===== src/rtl/bcd_ctr_pkg.sv =====
package bcd_ctr_pkg;
  localparam int DigitW = 4;
  localparam logic [DigitW-1:0] LastCode = 4'd9;
  localparam logic [DigitW-1:0] ZeroCode = '0;

  typedef struct packed {
    logic clear;
    logic load;
    logic advance;
  } ctrStrobe_t;
endpackage


===== src/rtl/bcd_ctr_ctrl.sv =====
module bcd_ctr_ctrl
  import bcd_ctr_pkg::*;
(
  input  logic              rst,
  input  logic              cntEn,
  input  logic              tstLoad,
  input  logic [DigitW-1:0] curDigit,
  output ctrStrobe_t        strobe,
  output logic              carryOut
);
  always_comb begin
    strobe.clear   = rst;
    strobe.load    = !rst && tstLoad;
    strobe.advance = !rst && !tstLoad && cntEn;
  end

  assign carryOut = cntEn && (curDigit == LastCode);
endmodule


===== src/rtl/bcd_ctr_dp.sv =====
module bcd_ctr_dp
  import bcd_ctr_pkg::*;
(
  input  logic              clk,
  input  ctrStrobe_t        strobe,
  input  logic [DigitW-1:0] loadVal,
  output logic [DigitW-1:0] curDigit,
  output logic              errFlag
);
  logic [DigitW-1:0] stateQ;
  logic [DigitW-1:0] stepVal;
  logic q1, q2, q4, q8;

  assign {q8, q4, q2, q1} = stateQ;

  always_comb begin
    stepVal[0] = ~q1;
    stepVal[1] = q2 ^ (q1 & ~q8);
    stepVal[2] = q4 ^ (q1 & q2);
    stepVal[3] = q8 ^ ((q1 & q8) | (q1 & q2 & q4));
  end

  always_ff @(posedge clk) begin
    if (strobe.clear)        stateQ <= ZeroCode;
    else if (strobe.load)    stateQ <= loadVal;
    else if (strobe.advance) stateQ <= stepVal;
  end

  assign curDigit = stateQ;
  assign errFlag  = (q8 & q4) | (q8 & q2);
endmodule


===== src/rtl/bcd_ctr.sv =====
module bcd_ctr
  import bcd_ctr_pkg::*;
(
  input  logic              clk,
  input  logic              rst,
  input  logic              cntEn,
  input  logic              tstLoad,
  input  logic [DigitW-1:0] tstData,
  output logic [DigitW-1:0] digit,
  output logic              carryOut,
  output logic              errFlag
);
  ctrStrobe_t strobe;

  bcd_ctr_ctrl u_ctrl (
    .rst(rst), .cntEn(cntEn), .tstLoad(tstLoad),
    .curDigit(digit), .strobe(strobe), .carryOut(carryOut)
  );

  bcd_ctr_dp u_dp (
    .clk(clk), .strobe(strobe), .loadVal(tstData),
    .curDigit(digit), .errFlag(errFlag)
  );
endmodule


===== config.mk =====
export PLATFORM = sky130hd
export DESIGN_NAME = bcd_ctr
export DESIGN_NICKNAME = d
export VERILOG_FILES = /design/src/rtl/bcd_ctr_pkg.sv /design/src/rtl/bcd_ctr_ctrl.sv /design/src/rtl/bcd_ctr_dp.sv /design/src/rtl/bcd_ctr.sv
export SDC_FILE = /design/constraint.sdc
export NUM_CORES = 1
export LEC_CHECK = 0
export BUFFER_PORTS_ARGS = -buffer_cell sky130_fd_sc_hd__buf_4
export CAP_MARGIN = 15
export CORE_AREA = 2 2 39 41
export DETAILED_ROUTE_END_ITERATION = 10
export DIE_AREA = 0 0 41 43
export SYNTH_ARGS = -nofsm -noshare
export SYNTH_HDL_FRONTEND = slang
export SYNTH_SLANG_ARGS = --single-unit

===== constraint.sdc =====
create_clock -name clk -period 1.51 [get_ports clk]
set_input_delay 0.151 -clock clk [delete_from_list [all_inputs] [get_ports clk]]
set_output_delay 0.151 -clock clk [all_outputs]
set_load 0.02 [all_outputs]

== Yosys cells after proc, flatten, opt, wreduce, memory -nomap -nowiden ==
Index checks and enable logic that the tools add are counted.

* Logic and storage cells: 24
* Bits of input ports: 8
* Bits in registers: 4

* Bitwise gates (word level): 13
* Equal/unequal tests: 1
* Muxes and demuxes: 2
* Reductions and logical operators: 7

{| class="wikitable"
|+ Operators with widths
! kind !! count
|-
| $mux W4 || 2
|-
| $and A1 B1 Y1 || 6
|-
| $eq A4 B4 Y1 const B || 1
|-
| $logic_and A1 B1 Y1 || 4
|-
| $xor A1 B1 Y1 || 3
|-
| $logic_not A1 Y1 || 2
|-
| $not A1 Y1 || 2
|-
| $or A1 B1 Y1 || 2
|-
| $reduce_bool A2 Y1 || 1
|}

== Longest topological paths before layout ==
* Depth after elaboration: 6
* Mapped depth: 5
* Mapped depth without buffers: 5

== By module ==
A second synthesis with hierarchy kept.

* Cell total of the unflattened synthesis: 31
* Area total of the unflattened synthesis: 270.3 sq um

{| class="wikitable"
|+ By module, submodules not included
! module !! cells each !! instances !! area an instance (sq um)
|-
| bcd_ctr_dp || 26 || 1 || 229.0
|-
| bcd_ctr_ctrl || 5 || 1 || 41.3
|}

== Worst setup path after synthesis ==
No wires, ideal clock.

* Path type: reg-to-reg
* From: register u_dp.stateQ[0], in the netlist u_dp.curDigit[0]
* To: register u_dp.stateQ[2], in the netlist u_dp.curDigit[2]
* Buffers on the path: 0
* Setup slack: 0.123 ns
* Stages on the path, launching flop included: 6
* Arrival time: 1.273 ns
* Cells stage by stage: dfxtp_1 and2_1 ha_1 mux2_2 mux2i_1 nor2_1

* Word-level cells in the longest chain between the ends: 4

{| class="wikitable"
|+ RTL lines
! what !! line !! text
|-
| from (decl) || bcd_ctr_dp.sv:10 || <nowiki>logic [DigitW-1:0] stateQ;</nowiki>
|-
| from (signal assigned) || bcd_ctr_dp.sv:24 || <nowiki>if (strobe.clear) stateQ <= ZeroCode;</nowiki>
|-
| from (signal assigned) || bcd_ctr_dp.sv:25 || <nowiki>else if (strobe.load) stateQ <= loadVal;</nowiki>
|-
| from (signal assigned) || bcd_ctr_dp.sv:26 || <nowiki>else if (strobe.advance) stateQ <= stepVal;</nowiki>
|-
| $and A1 B1 Y1 || bcd_ctr_dp.sv:19 || <nowiki>stepVal[2] = q4 ^ (q1 & q2);</nowiki>
|-
| $xor A1 B1 Y1 || bcd_ctr_dp.sv:19 ||
|-
| $mux W4 || bcd_ctr_dp.sv:26 ||
|-
| $mux W4 || bcd_ctr_dp.sv:25 ||
|}

Every way passes these cells. The select of a mux whose other input is x is not followed.
A chain may end at the register's enable or synchronous reset.

== Worst setup path after layout ==
Same ends and word-level chain as after synthesis.

==> run_results.csv <==
group,metric,value,unit
outcome,status,"finished, final reports clean",
cts,cts_root_buf,"clkbuf_4",
global_route,grt_pass1_vias,217,
sta,hold_viol,0,
cts,numCtsBuffers,3,
route,wl,568,um
floorplan,die_width,41,um
logic_synthesis,syn_nets,37,
worst_setup_path,critical_path_class,"register to register",
logic_synthesis,synthCells,28,
placement,gp_congestion,0.695,
finish,layout-drive-gt1-share,41.9,%
worst_setup_path,worstPathCellList,"and2_1, ha_1, mux2_2, mux2i_1, nor2_1",
sta,rsz0062_at_grt,"no",
route,final_antenna_net_count,0,
floorplan,dieArea,1760,sq um
placement,dp_cells,56,
cts,cts_sinks,4,
worst_setup_path,slowest_stage,"dfxtp_1",
cts,insertion_delay,240,ps
route,wire_per_inst,9.63,um
worst_setup_path,start_kind,"register",
route,vias,240,
route,drt_iter0_markers,1,
run,max-cap-violations,0,
sta,fin_skew,6.15,ps
cts,hold_buffers,0,
global_route,grt_pass1_wl,917,um
sta,finalSetupViolCount,0,
floorplan,io_pins,14,
global_route,antenna_found_initial,0,
placement,portBuffers,13,
logic_synthesis,synth_area,238,sq um
logic_synthesis,synth_cell_types,18,
finish,fillers,154,
global_route,grt_overflow,0,
worst_setup_path,arrival,1460,ps
finish,area_growth,56.8,%
sta,period_needed,1330,ps
floorplan,core_area,1380,sq um
logic_synthesis,yosysWarnings,0,
logic_synthesis,ys_seq_area_share,33.7,%
route,firstDrtPassIters,2,
sta,setup_tns,0,ps
logic_synthesis,ys_top_cells_by_area,"dfxtp_1, mux2i_1, nor2_1",
finish,n_antenna_cell,0,
worst_setup_path,cp-end-kind,"register",
worst_setup_path,cp_slowest_stage_delay,420,ps
route,via_per_inst,4.07,
sta,tightestPinTransition,215,ps
worst_setup_path,crit_required,1640,ps
worst_setup_path,path_max_fanout,6,
sta,clock.fmax,0.750,GHz
cts,ctsResizeCount,0,
worst_hold_path,hp-class,"input port to register",
cts,clockBufferDepth,2,
logic_synthesis,synth_top_area_share,33.7,%
finish,fin_nets,54,
sta,maxSlewHeadroom,85.7,%
logic_synthesis,synth_top_area_cell,"dfxtp_1",
cts,clkTransAtPathRegs,40,ps
logic_synthesis,synth_seq_cells,4,
floorplan,start_util,17.2,%
power_and_ir_drop,power_leakage,0.184,nW
sta,slew_viol_final,0,
global_route,grt_max_degree,7,
finish,largest_reg_flops,4,
logic_synthesis,syn_avg_cell_area,8.49,sq um
cts,cts_tree,"yes",
power_and_ir_drop,power_density,930,nW/um^2
power_and_ir_drop,irDropWorstVdd,577,uV
global_route,grt_use_total,8.63,%
finish,final_cells,59,
placement,dp.final_hpwl,431,um
cts,post-cts-setup-buffers,0,
floorplan,die_h,43,um
floorplan,num_rows,14,
route,drc,0,
sta,fin_crit_sh,88.3,%
cts,htree_levels,1,
==> placed cells by master (no fill, tap or decap) <==
| cell | count |
|---|---|
| mux2_2 | 1 |
| dfxtp_1 | 4 |
| nor2_1 | 5 |
| mux2i_1 | 2 |
| xor2_1 | 1 |
| nand3_1 | 1 |
| a221oi_2 | 1 |
| inv_1 | 3 |
| and2_1 | 1 |
| ha_1 | 1 |
| o21a_1 | 1 |
| a21oi_1 | 1 |
| nand2_1 | 1 |
| a31oi_1 | 1 |
| clkbuf_4 | 3 |
| buf_4 | 13 |
| nand3b_1 | 1 |
| o21ai_0 | 1 |
| xnor2_1 | 1 |
==> routing by layer <==
metal  wire length (um)  GRT usage, %  vias up
met5                  0             0        -
met4                  0          2.00        0
met3                 76          9.95        0
met2                241          10.3       14
met1                250          9.94      102
li1                   -             -      124
==> critical path, delay by kind of cell (launching register included) <==
| family | cells | cell delay, ps |
|---|---|---|
| AND/OR/NAND/NOR | 2 | 210 |
| adder cells (fa/ha/maj) | 1 | 210 |
| flip-flops | 1 | 420 |
| multiplexers | 2 | 380 |
==> logic make-up after synthesis <==
logic type,synth area share (%)
compound gates,16.3
xor+xnor,7.37
fa+ha+maj,5.26
buf+inv,6.84
flops,33.7
mux,13.2
simple gates,17.4
==> power by group <==
group          switching (mW)  leakage [nW]  internal (mW)
clock                  0.0515        0.0138         0.0895
combinational          0.0383         0.137         0.0423
sequential             0.0105        0.0332          0.115
==> cell usage after synthesis <==
master    n
ha_1      1
and2_1    1
dfxtp_1   4
nor2_1    5
xnor2_1   1
o21ai_0   1
a221oi_2  1
mux2_2    1
nand3_1   1
nand3b_1  1
mux2i_1   2
xor2_1    1
buf_2     1
a21oi_1   1
nand2_1   1
o21a_1    1
a31oi_1   1
inv_1     3
==> worst paths after layout <==
path | startpoint | endpoint | slack, ps | depth (start not counted)
worst max-delay path | u_dp.curDigit[0] | u_dp.curDigit[2] | 180 | 5
worst min-delay path | rst | u_dp.curDigit[3] | 100 | 2
worst max register to register | u_dp.curDigit[0] | u_dp.curDigit[2] | 180 | 5
worst min register to register | u_dp.curDigit[3] | u_dp.curDigit[3] | 510 | 2
==> area by class of cell <==
class | instances | area [sq um] | share of cell area [%]
Clock buffer | 3 | 22.5 | 6.04
Inverter | 3 | 11.3 | 3.02
Multi-Input combinational cell | 20 | 141 | 37.9
Sequential cell | 4 | 80.1 | 21.5
Tap cell | 16 | 20.0 | 5.37
Timing Repair Buffer | 13 | 97.6 | 26.2
==> through the flow <==
step / cell area (sq um) / worst slack (ps) / total power [mW] / util, % / hold WS (ps)
final: 373 / 177 / 0.347 / 26.9 / 101
after floorplan: 238 / 123 / 0.170 / - / 217
after global placement: 350 / 199 / 0.207 / 25.3 / 349
after global routing: 373 / 69.2 / 0.372 / 26.9 / 98.3
after CTS: 373 / 176 / 0.353 / 26.9 / 95.9
after detailed placement: 350 / 183 / 0.208 / 25.3 / 353
Power figures use the tool's default switching activity.
